$ cat src/rtl/ata_pkg.sv
package ata_pkg;
    localparam logic [7:0] SB_BUSY  = 8'h80;
    localparam logic [7:0] SB_READY = 8'h40;
    localparam logic [7:0] SB_DREQ  = 8'h08;
    localparam logic [7:0] SB_ERR   = 8'h01;

    localparam logic [7:0] OP_RD_DMA = 8'hC8;
    localparam logic [7:0] OP_WR_DMA = 8'hCA;
    localparam logic [7:0] OP_FLUSH  = 8'hE7;
    localparam logic [7:0] OP_IDENT  = 8'hEC;
    localparam logic [7:0] OP_PACKET = 8'hA0;

    localparam logic [2:0] A_DATA    = 3'd0;
    localparam logic [2:0] A_FEAT    = 3'd1;
    localparam logic [2:0] A_COUNT   = 3'd2;
    localparam logic [2:0] A_LBA0    = 3'd3;
    localparam logic [2:0] A_LBA1    = 3'd4;
    localparam logic [2:0] A_LBA2    = 3'd5;
    localparam logic [2:0] A_DEV     = 3'd6;
    localparam logic [2:0] A_CMDSTAT = 3'd7;

    localparam int DEV_SEL_BIT = 4;
    localparam int NUM_TF_REGS = 6;

    typedef enum logic [2:0] {
        PH_IDLE  = 3'd0,
        PH_IDENT = 3'd1,
        PH_FLUSH = 3'd2,
        PH_DMA   = 3'd3,
        PH_PKT   = 3'd4
    } phase_t;
endpackage

$ cat src/rtl/ata_tf_regs.sv
module ata_tf_regs
    import ata_pkg::*;
(
    input  logic       clk,
    input  logic       rst_n,
    input  logic       wr_en,
    input  logic       lock,
    input  logic [2:0] addr,
    input  logic [7:0] wdata,
    output logic [7:0] feat,
    output logic [7:0] count,
    output logic [7:0] lba0,
    output logic [7:0] lba1,
    output logic [7:0] lba2,
    output logic [7:0] dev
);
    logic [NUM_TF_REGS-1:0][7:0] file_d, file_q;

    always_comb begin
        file_d = file_q;
        if (wr_en && !lock) begin
            for (int i = 0; i < NUM_TF_REGS; i++) begin
                if (addr == 3'(i + 1)) file_d[i] = wdata;
            end
        end
    end

    always_ff @(posedge clk) begin
        if (!rst_n) file_q <= '0;
        else        file_q <= file_d;
    end

    assign feat  = file_q[A_FEAT  - 1];
    assign count = file_q[A_COUNT - 1];
    assign lba0  = file_q[A_LBA0  - 1];
    assign lba1  = file_q[A_LBA1  - 1];
    assign lba2  = file_q[A_LBA2  - 1];
    assign dev   = file_q[A_DEV   - 1];


    locked_write_chk: assert property (@(posedge clk) disable iff (!rst_n)
        (wr_en && lock) |=> $stable(file_q));
endmodule

$ cat src/rtl/ata_id_rom.sv
module ata_id_rom #(
    parameter int          IDX_W    = 8,
    parameter logic [31:0] CAPACITY = 32'h0002_0000
) (
    input  logic [IDX_W-1:0] idx,
    output logic [15:0]      word
);
    always_comb begin
        word = 16'h0000;
        case (idx)
            IDX_W'(0):  word = 16'h0040;
            IDX_W'(49): word = 16'h0300;
            IDX_W'(60): word = CAPACITY[15:0];
            IDX_W'(61): word = CAPACITY[31:16];
            IDX_W'(82): word = 16'h0020;
            IDX_W'(85): word = 16'h0020;
            default:    word = 16'h0000;
        endcase
    end
endmodule

$ cat src/rtl/ata_tf_ctrl.sv
module ata_tf_ctrl
    import ata_pkg::*;
#(
    parameter int          ID_WORDS  = 256,
    parameter int          PKT_WORDS = 6,
    parameter logic [31:0] CAPACITY  = 32'h0002_0000
) (
    input  logic        clk,
    input  logic        rst_n,
    input  logic [2:0]  host_addr,
    input  logic        host_wr,
    input  logic        host_rd,
    input  logic [15:0] host_wdata,
    output logic [15:0] host_rdata,
    output logic        irq,
    output logic        dma_req,
    output logic        dma_to_host,
    output logic        dma_packet,
    output logic [23:0] dma_lba,
    output logic [7:0]  dma_count,
    input  logic        dma_done,
    input  logic        dma_err,
    output logic        flush_req,
    input  logic        flush_done,
    output logic        pkt_wvalid,
    output logic [15:0] pkt_wdata
);
    localparam int CNT_MAX = (ID_WORDS > PKT_WORDS) ? ID_WORDS : PKT_WORDS;
    localparam int IDX_W   = $clog2(CNT_MAX);
    localparam logic [IDX_W-1:0] ID_LAST  = IDX_W'(ID_WORDS - 1);
    localparam logic [IDX_W-1:0] PKT_LAST = IDX_W'(PKT_WORDS - 1);

    typedef struct packed {
        phase_t           ph;
        logic             err;
        logic             irq;
        logic             to_host;
        logic             pkt;
        logic [IDX_W-1:0] idx;
    } ctl_t;

    ctl_t ctl_d, ctl_q;
    logic [7:0]  status;
    logic        busy, irq_set;
    logic [7:0]  r_feat, r_count, r_lba0, r_lba1, r_lba2, r_dev;
    logic [15:0] id_word;

    wire stat_rd = host_rd && (host_addr == A_CMDSTAT);
    wire cmd_wr  = host_wr && (host_addr == A_CMDSTAT);
    wire data_rd = host_rd && (host_addr == A_DATA);
    wire data_wr = host_wr && (host_addr == A_DATA);

    always_comb begin
        case (ctl_q.ph)
            PH_IDLE:           status = SB_READY | (ctl_q.err ? SB_ERR : 8'h00);
            PH_IDENT, PH_PKT:  status = SB_READY | SB_DREQ;
            default:           status = SB_BUSY | SB_READY;
        endcase
    end
    assign busy = status[7];

    ata_tf_regs u_regs (
        .clk(clk), .rst_n(rst_n), .wr_en(host_wr), .lock(busy),
        .addr(host_addr), .wdata(host_wdata[7:0]),
        .feat(r_feat), .count(r_count), .lba0(r_lba0),
        .lba1(r_lba1), .lba2(r_lba2), .dev(r_dev)
    );

    ata_id_rom #(.IDX_W(IDX_W), .CAPACITY(CAPACITY)) u_rom (
        .idx(ctl_q.idx), .word(id_word)
    );

    always_comb begin
        case (host_addr)
            A_DATA:  host_rdata = (ctl_q.ph == PH_IDENT) ? id_word : 16'h0000;
            A_FEAT:  host_rdata = {8'h00, r_feat};
            A_COUNT: host_rdata = {8'h00, r_count};
            A_LBA0:  host_rdata = {8'h00, r_lba0};
            A_LBA1:  host_rdata = {8'h00, r_lba1};
            A_LBA2:  host_rdata = {8'h00, r_lba2};
            A_DEV:   host_rdata = {8'h00, r_dev};
            default: host_rdata = {8'h00, status};
        endcase
    end

    always_comb begin
        ctl_d   = ctl_q;
        irq_set = 1'b0;
        if (stat_rd) ctl_d.irq = 1'b0;
        case (ctl_q.ph)
            PH_IDLE: begin
                if (cmd_wr && !r_dev[DEV_SEL_BIT]) begin
                    ctl_d.err = 1'b0;
                    ctl_d.idx = '0;
                    ctl_d.pkt = 1'b0;
                    case (host_wdata[7:0])
                        OP_IDENT:  begin ctl_d.ph = PH_IDENT; irq_set = 1'b1; end
                        OP_FLUSH:  ctl_d.ph = PH_FLUSH;
                        OP_RD_DMA: begin ctl_d.ph = PH_DMA; ctl_d.to_host = 1'b1; end
                        OP_WR_DMA: begin ctl_d.ph = PH_DMA; ctl_d.to_host = 1'b0; end
                        OP_PACKET: ctl_d.ph = PH_PKT;
                        default:   begin ctl_d.err = 1'b1; irq_set = 1'b1; end
                    endcase
                end
            end
            PH_IDENT: begin
                if (data_rd) begin
                    if (ctl_q.idx == ID_LAST) ctl_d.ph = PH_IDLE;
                    else                      ctl_d.idx = ctl_q.idx + 1'b1;
                end
            end
            PH_FLUSH: begin
                if (flush_done) begin
                    ctl_d.ph = PH_IDLE;
                    irq_set  = 1'b1;
                end
            end
            PH_DMA: begin
                if (dma_done) begin
                    ctl_d.ph  = PH_IDLE;
                    ctl_d.err = dma_err;
                    irq_set   = 1'b1;
                end
            end
            PH_PKT: begin
                if (data_wr) begin
                    if (ctl_q.idx == PKT_LAST) begin
                        ctl_d.ph      = PH_DMA;
                        ctl_d.to_host = 1'b1;
                        ctl_d.pkt     = 1'b1;
                    end else begin
                        ctl_d.idx = ctl_q.idx + 1'b1;
                    end
                end
            end
            default: ctl_d.ph = PH_IDLE;
        endcase
        if (irq_set) ctl_d.irq = 1'b1;
    end

    always_ff @(posedge clk) begin
        if (!rst_n) ctl_q <= '0;
        else        ctl_q <= ctl_d;
    end

    assign irq         = ctl_q.irq;
    assign dma_req     = (ctl_q.ph == PH_DMA);
    assign dma_to_host = ctl_q.to_host;
    assign dma_packet  = ctl_q.pkt;
    assign dma_lba     = {r_lba2, r_lba1, r_lba0};
    assign dma_count   = r_count;
    assign flush_req   = (ctl_q.ph == PH_FLUSH);
    assign pkt_wvalid  = (ctl_q.ph == PH_PKT) && data_wr;
    assign pkt_wdata   = host_wdata;


    irq_clear_chk: assert property (@(posedge clk) disable iff (!rst_n)
        (stat_rd && !irq_set) |=> !irq);


    ident_end_chk: assert property (@(posedge clk) disable iff (!rst_n)
        (ctl_q.ph == PH_IDENT && data_rd && ctl_q.idx == ID_LAST) |=> (status == SB_READY));


    handoff_busy_chk: assert property (@(posedge clk) disable iff (!rst_n)
        (dma_req || flush_req) |-> (status[7] && status[6]));


    busy_drq_excl_chk: assert property (@(posedge clk) disable iff (!rst_n)
        !(status[7] && status[3]));


    cmd_ignore_chk: assert property (@(posedge clk) disable iff (!rst_n)
        (cmd_wr && busy && !dma_done && !flush_done) |=> $stable(ctl_q.ph));


    dma_done_chk: assert property (@(posedge clk) disable iff (!rst_n)
        (dma_req && dma_done) |=> (irq && !dma_req && status[0] == $past(dma_err)));
endmodule

$ cat config.mk
export PLATFORM = sky130hd
export DESIGN_NAME = ata_tf_ctrl
export DESIGN_NICKNAME = d
export VERILOG_FILES = /design/src/rtl/ata_pkg.sv /design/src/rtl/ata_tf_regs.sv /design/src/rtl/ata_id_rom.sv /design/src/rtl/ata_tf_ctrl.sv
export SDC_FILE = /design/constraint.sdc
export NUM_CORES = 1
export LEC_CHECK = 0
export CAP_MARGIN = 0
export CORE_AREA = 2 2 85 87
export CTS_CLUSTER_DIAMETER = 60
export DETAILED_ROUTE_END_ITERATION = 8
export DIE_AREA = 0 0 87 89
export PLACE_DENSITY = 0.86
export RECOVER_POWER = 50
export SLEW_MARGIN = 20
export SYNTH_ARGS = -nofsm -noshare
export SYNTH_HDL_FRONTEND = slang
export SYNTH_SLANG_ARGS = --single-unit
$ cat constraint.sdc
create_clock -name clk -period 5.4 [get_ports clk]
set_input_delay 0.54 -clock clk [delete_from_list [all_inputs] [get_ports clk]]
set_output_delay 0.54 -clock clk [all_outputs]
set_load 0.005 [all_outputs]
* Word level (Yosys, flattened, before mapping)
Cells that the tools add are included.
** Operators by class
- Multiplexer cells :: 32
- Add/subtract/negate cells :: 1
- Equality and inequality tests :: 33
- Reduce and logical (&&, ||, !) cells :: 32
** Operator list (number)
- $pmux 16 s7 :: 1
- $eq 8x8->1 const B :: 6
- $pmux 10 s4 :: 1
- $mux 8 :: 3
- $pmux 8 s3 :: 1
- $mux 10 :: 2
- $eq 8x6->1 const B :: 2
- $eq 8x7->1 const B :: 2
- $mux 16 :: 1
- $pmux 8 s2 :: 1
- $eq 3x3->1 const B :: 5
- $mux 3 :: 5
- $pmux 3 s5 :: 1
- $eq 3x2->1 const B :: 4
- $ne 2x2->1 const B :: 6
- $pmux 3 s4 :: 1
- $reduce_and 2->1 :: 6
- $add 8x1->8 const B :: 1
- $eq 8x3->1 const B :: 1
- $logic_not 8->1 :: 1
- $mux 1 :: 8
- $mux 4 :: 2
- $reduce_and 8->1 :: 1
- $logic_and 1x1->1 :: 7
- other kinds (19) :: 29
** Word-level totals
- Logic and storage cells :: 110
- Flip-flop bits (word level) :: 63
- Output and inout bits :: 70
- Input bits :: 26

* Depth between registers and ports, before layout
Gate-level depths: netlist of the first run.
- Depth in word-level cells :: 6
- Mapped depth :: 8
- Gate-level depth less buffers :: 7

* Hierarchy
From an unflattened synthesis of the first run, not the netlist that was laid out.
** Second synthesis, totals
- Cell total of the unflattened synthesis :: 447
- Area, all modules :: 3749.8 um2
** By module, submodules not included
- ata_tf_ctrl :: area an instance 1801.7 um2, cells each 251, instances 1
- ata_tf_regs :: area an instance 1771.7 um2, cells each 172, instances 1
- ata_id_rom :: area an instance 176.4 um2, cells each 24, instances 1

* Least setup slack after synthesis of the first run
No wires, ideal clock.
- Kind :: in2reg
- Start point :: input host_addr[2]
- End point :: register ctl_q[7] in the netlist's numbering
- Library setup time :: 0.075 ns
- Arrival :: 2.284 ns
- Cell stages on the path :: 5
- Path buffers :: 0
- Slack :: 3.041 ns
- Cells stage by stage :: or4b_1 a211o_1 a211o_1 or4_1 a31oi_1
** On the way
- Word-level cells in the longest chain between the ends :: 5
- Elaborated cells between the ends (all ways) :: 10
- Classes of those cells :: 4 x eq/ne; 6 x reduce/logical
** Ends and longest elaborated chain
- from (decl) :: line ata_tf_ctrl.sv:10 : input logic [2:0] host_addr,
- $eq 3x3->1 :: line ata_tf_ctrl.sv:49 : wire cmd_wr = host_wr && (host_addr == A_CMDSTAT);
- $logic_and 1x1->1 :: line ata_tf_ctrl.sv:49
- $logic_and 1x1->1 :: line ata_tf_ctrl.sv:92 : if (cmd_wr && !r_dev[DEV_SEL_BIT]) begin
- $ne 2x2->1 (no source line)
- $reduce_and 6->1 (no source line) (*)
- to (signal assigned) :: line ata_tf_ctrl.sv:143 : else ctl_q <= ctl_d;
- to (decl) :: line ata_tf_ctrl.sv:42 : ctl_t ctl_d, ctl_q;
Every way passes the cells marked *; elsewhere a longest branch is shown, timed or not.
A chain may end at the register's enable or synchronous reset.

* Final worst setup path of the first run
- Start point :: input host_addr[0]
- End point :: output host_rdata[1]
** On the way
- Word-level cells in the longest chain between the ends :: 2
- Elaborated cells between the ends (all ways) :: 8
- Classes of those cells :: 6 x eq/ne; 1 x mux; 1 x reduce/logical
** Ends and longest elaborated chain
- $eq 3x3->1 (tied with other cells) :: line ata_tf_ctrl.sv:74 : case (host_addr)
- $pmux 16 s7 (*) :: line ata_tf_ctrl.sv:74
- to (decl) :: line ata_tf_ctrl.sv:14 : output logic [15:0] host_rdata,
Marked as above.

==> out/results.ini, run 1 <==
[status]
status=finished, violations left
failed_checks=capacitance limit, slew limit

[synthesis]
ys_async_sr_fraction=0
synth.area.top_cells=dfxtp_1 (35%), mux2i_1 (8.2%), buf_4 (4.9%), nand2_1 (4.7%), a21oi_1 (4.6%)
seq_area_frac_synth=0.3543
postSynthCellCount=429
synth_top_flop_cell=dfxtp_1
synth_area_leader_cell=dfxtp_1
avgSynthCellArea_um2=8.298
synth-edff-count=0
ys_types=56
synth_top_area_frac=0.3543
synth-seq-cells=63
synth_warnings=0
synth_area_um2=3560

[clocking]
postCtsHoldBufs=0
post_cts_buffers=0
cts.path.max_buffers=2
postCtsResizedCells=0
clkTransAtPathRegs_ns=0.07
cts_tree=yes
insertion_delay_ns=0.34
cts_max_level=3
numCtsBuffers=9
cts.sinks=63
root_buffer=clkbuf_8

[route]
wl_um=9639
ant_nets=0
vias=3385
vias_per_cell=6.143
drt_pass1_iterations=5
drc=0
post_drt_wl_per_cell_um=17.49
drt_iter0_drc=295

[timing]
finClkSkew_ns=0.009275
maxSlewViolCount=9
timing.final.crit_share=0.7370
grt_setup_unrepaired=no
min_period_ns=3.980
fmax_mhz=251.3
worstMarginPinSlew_ns=1.560
slew_headroom=-0.04806
finalSetupViolCount=0
final_hold_viol_count=0
fin_setup_tns_ns=0

[setup_path]
startpoint_type=input pin
required_ns=4.86
cp.arrival_ns=3.44
slowest_stage=dlygate4sd3_1
critPathBufInv=2
path_max_fanout=26
path_class=input pin to output port
critPathTopFamily=buffers and inverters
cpPeakStageDelay_ns=1.19
path_cells=dlygate4sd3_1, nor2b_1, a22oi_1, nor2_1, a21oi_1, o31ai_1, clkdlybuf4s50_1
cp-end-kind=output port

[cells_and_area]
multi_input_area_um2=1993
n_antenna_cell=0
final_cell_mix=dfxtp_1 (63), dlygate4sd3_1 (46), nand2_1 (45)
fin_area_um2=4303
drive_above_1_share=0.07006
area_growth_pct=20.88
fin_nets=496
fill_cells=547
final_common_cell=dfxtp_1
seq_area_um2=1261

[global_routing]
grt_max_degree=36
first_global_vias=3211
antenna_found_initial=0
grtUsageTotal=0.2577
overflow=0
grt_first_pass_wirelength_um=15380

[floorplan]
num_rows=30
die_w_um=87
io_pins=96
core_area_um2=6719
start_util=0.5298
die_h_um=89
dieArea_um2=7743

[place]
routabilityCongestion=0.9076
place_area_um2=4124
io_buffers=73
hpwl_um=6700

[run]
max_cap_viol_count=1

[pwr]
p_sw_w=0.0002576
switching_share=0.2654
powerDensity_nw_per_um2=225.6
internal-power_w=0.0007131
ir_worst_vdd_v=0.0001408
combPwrFrac=0.117
p_clk_frac=0.389
leakagePower_nw=1.647
power.share.sequential=0.494

[min_path]
hp-class=flip-flop to flip-flop

## registers in the layout (all words and copies together) (netlist names)
register / flops
dma_packet: 1
irq: 1
u_regs.lba0: 8
u_regs.lba1: 8
ctl_q: 12
dma_to_host: 1
u_regs.count: 8
u_regs.lba2: 8
u_regs.feat: 8
u_regs.dev: 8
## worst min-delay path, stage by stage (launching register included)
cell and delay, ns:
dfxtp_1 0.31, nand2_1 0.05, a21boi_0 0.06
## stage by stage
stage	total power, W	util	std cells	hold slack [ns]	setup slack [ns]
final	0.0009707	0.6404	551	0.4651	1.420
after detailed placement	0.0006050	0.6138	535	0.4581	1.543
after global placement	0.0006019	0.6138	535	0.4486	1.621
after floorplan	0.0005638	-	434	0.4399	3.041
after global routing	0.001007	0.6404	551	0.4896	1.199
after CTS	0.0009747	0.6412	551	0.4681	1.532
## synth_stat cells (2+ instances only)
cell type and number:
nor2b_1 22, a22oi_1 5, nand2b_1 6, or4_1 6
a221oi_1 5, nand4_1 3, nor3b_1 4, a32oi_1 3
inv_1 6, mux2_2 9, and2_1 3, a211o_1 2
a21oi_1 33, ha_1 4, nor4bb_1 2, and3_1 5
nand3b_1 5, nor3_1 4, nor2_1 24, o31ai_1 5
nand4b_1 2, dfxtp_1 63, a31o_2 4, mux2i_1 29
nand2_1 45, o311ai_0 2, a21boi_0 12, o21ai_0 7
clkbuf_1 29, buf_4 23, nor4_1 2, a211oi_1 3
nand3_1 29
## path summary, 6_finish.rpt
check                     start              to  slack (ns)  cells after the start
setup / recovery   host_addr[0]   host_rdata[1]        1.42                      7
hold / removal    u_regs.dev[6]   u_regs.dev[6]        0.47                      2
hold reg to reg   u_regs.dev[6]   u_regs.dev[6]        0.47                      2
setup reg to reg      ctl_q[14]  u_regs.lba2[0]        2.91                      5
## cell type report
class                      count  area share
multi-input combinational    311      0.4632
inverter                       7    0.006106
sequential                    63      0.2931
clock buffer                  11     0.03518
timing repair buffer          74      0.1716
tap                           80     0.02326
clock inverter                 5    0.007560
## power groups by stage
stage | Clock, W | Sequential, W | Combinational [W]
6_report | 0.000377 | 0.000480 | 0.000114
3_5_place_dp | 0 | 0.000490 | 0.000115
5_1_grt | 0.000404 | 0.000480 | 0.000123
4_1_cts | 0.000380 | 0.000480 | 0.000115
3_3_place_gp | 0 | 0.000490 | 0.000112
2_1_floorplan | 0 | 0.000489 | 0.0000751
## metal layers
layer	routed length, µm	GRT usage	up-vias
li1	-	-	1588
met1	4141	0.3366	1608
met2	4556	0.4101	167
met3	682	0.03878	22
met4	259	0.1420	0
met5	0	0	-
## cell families after synthesis
group,after synthesis,share of synthesized area
AOI/OAI and AO/OA,91,0.1729
xor gates and xnor gates,1,0.002461
adders and majority gates,4,0.01406
buffers and inverters,60,0.08963
DFF,63,0.3543
muxes,38,0.1100
other,1,0.001053
and+or+nand+nor,171,0.2555
Power figures use the tool's default switching activity.
==> run 2: changes to the inputs <==
- CORE_AREA: 2 2 85 87 -> 2 2 93 95
- DIE_AREA: 0 0 87 89 -> 0 0 95 97
- PLACE_DENSITY: 0.86 -> 0.76
- clock period: 5.4 -> 3.66 ns (I/O delays scaled with it)
==> run 2 against run 1 <==
Effect of this change:
- setup slack worse by 1.0 ns
- highest routed layer unchanged
- combinational power is 54% higher
- wire length is 2.5% higher
- largest cell class unchanged
- the flow now finishes without violations
- worst hold slack better by 0.00088 ns
- critical path depth stayed put
- clock power is 86% higher
- count of clock-buffer cells in the layout is 1 lower
- first-iteration DRC count is 12% lower
- critical path type unchanged
- register-to-register slack worse by 1.7 ns
- sequential power is 47% higher
==> out/results.ini, run 2 (synthesis gave the netlist of run 1 again) <==
[timing]
worstMarginPinSlew_ns=0.8902  ; -0.6699 ns
fmax_mhz=306.6
slew_headroom=0.4033  ; +0.4514
timing.final.ws_setup_ns=0.3982  ; -1.022 ns
timing.final.crit_share=0.8912
min_period_ns=3.262
fin_setup_tns_ns=0  ; unchanged
maxSlewViolCount=0  ; -9
final_hold_viol_count=0  ; unchanged
finClkSkew_ns=0.006724  ; -0.002551 ns
worst_hold_slack_ns=0.4660  ; +0.0008760 ns
finalSetupViolCount=0  ; unchanged
grt_setup_unrepaired=no

[route]
drc=0  ; unchanged
vias_per_cell=5.812  ; -5.4%
drt_pass1_iterations=5  ; unchanged
drt_iter0_drc=259  ; -12%
vias=3394  ; +0.27%
post_drt_wl_per_cell_um=16.92  ; -3.3%
ant_nets=0  ; unchanged
wl_um=9881  ; +2.5%

[pwr]
combPwrFrac=0.110  ; -0.007
powerDensity_nw_per_um2=356.6  ; +58%
power.total_w=0.001584  ; +63%
power.share.sequential=0.447  ; -0.047
p_sw_w=0.0004017  ; +56%
switching_share=0.2536  ; -0.01179
leakagePower_nw=1.701  ; +3.3%
internal-power_w=0.001182  ; +66%
p_clk_frac=0.443  ; +0.054
ir_worst_vdd_v=0.0001741  ; +24%

[status]
status=finished clean

[cells_and_area]
fin_area_um2=4442  ; +3.2%
largest_reg_flops=12  ; unchanged
drive_above_1_share=0.08559  ; +0.01553
final_cell_mix=dfxtp_1 (63), nand2_1 (45), dlygate4sd3_1 (44)
top_register=ctl_q
final_common_cell=dfxtp_1
area_growth_pct=24.78
n_antenna_cell=0  ; unchanged
fin_nets=504  ; +1.6%

[clocking]
cts.sinks=63  ; unchanged
cts_max_level=3  ; unchanged
cts_tree=yes
postCtsResizedCells=0  ; unchanged
numCtsBuffers=9  ; unchanged
root_buffer=clkbuf_8
clkTransAtPathRegs_ns=0.07  ; about the same
post_cts_buffers=0  ; unchanged
cts.path.max_buffers=2  ; unchanged
insertion_delay_ns=0.35  ; about the same
postCtsHoldBufs=0  ; unchanged

[floorplan]
die_w_um=95  ; +9.2%
core_area_um2=8134  ; +21%
io_pins=96  ; unchanged
num_rows=33  ; +10%
dieArea_um2=9215  ; +19%
die_h_um=97  ; +9.0%
start_util=0.4376  ; -0.09217

[setup_path]
path_class=input pin to output port
path_max_fanout=13  ; -50%
startpoint_type=input pin
worstRegToRegCells=5  ; unchanged
cp.arrival_ns=2.90  ; -0.54 ns
cp-end-kind=output port
required_ns=3.29  ; -1.57 ns

[run]
max_cap_viol_count=0  ; -1

[place]
pre_cts_ws_ns=0.5113  ; -1.032 ns
io_buffers=73  ; unchanged
place_area_um2=4215  ; +2.2%
routabilityCongestion=0.8618  ; -5.0%
hpwl_um=7144  ; +6.6%

[global_routing]
grtUsageTotal=0.2177  ; -0.04001
first_global_vias=3095  ; -3.6%
grt_first_pass_wirelength_um=15740  ; +2.3%
overflow=0  ; unchanged
antenna_found_initial=0  ; unchanged
grt_max_degree=26  ; -28%

[min_path]
hold_depth=2  ; unchanged
hp-class=flip-flop to flip-flop

[run 2: power groups by stage]
stage	registers (W)	clock network, W	logic [W]
global route	0.000709	0.000741	0.000189
detailed placement	0.000724	0	0.000177
CTS	0.000708	0.000704	0.000178
finish	0.000708	0.000701	0.000175
global placement	0.000724	0	0.000174
floorplan	0.000721	0	0.000111
[run 2: final timing paths]
kind                               startpoint            end  slack (ns)
worst min register to register  u_regs.dev[0]  u_regs.dev[0]        0.47
worst max-delay path             host_addr[1]  host_rdata[6]        0.40
worst min-delay path            u_regs.dev[0]  u_regs.dev[0]        0.47
worst max register to register       ctl_q[6]      ctl_q[13]        1.23
[run 2: routing by layer]
| layer | vias up | part of all wire | track usage |
|---|---|---|---|
| met5 | - | 0 | 0 |
| met4 | 0 | 0.029 | 0.07469 |
| met3 | 22 | 0.076 | 0.05607 |
| met2 | 166 | 0.46 | 0.3268 |
| met1 | 1602 | 0.43 | 0.3015 |
| li1 | 1604 | - | - |
[run 2: layout make-up]
type                            count  area (µm²)
Inverter                            7       26.28
Clock inverter                      6       92.59
Timing Repair Buffer               82       794.5
Sequential cell                    63        1261
Fill cell                         734        3692
Tap cell                          105       131.4
Clock buffer                       10       137.6
Multi-Input combinational cell    311        1998
[run 2: stage by stage]
step / std cells / utilization
after floorplan: 434 / -
after global placement: 568 / 0.5182
after detailed placement: 568 / 0.5182
after CTS: 584 / 0.5465
after global routing: 584 / 0.5461
final: 584 / 0.5461
[run 2: critical path, stage by stage]
cell             delay (ns)
dlygate4sd3_1          0.84
clkbuf_1               0.34
mux2_2                 0.39
o22ai_1                0.17
a21oi_1                0.12
a31o_2                 0.22
clkdlybuf4s50_1        0.44
==> run 3: changes to the inputs <==
- HOLD_SLACK_MARGIN: not set -> 0.05
==> results of run 3 <==
Final layout, timing and power as in run 2 (identical DEF).
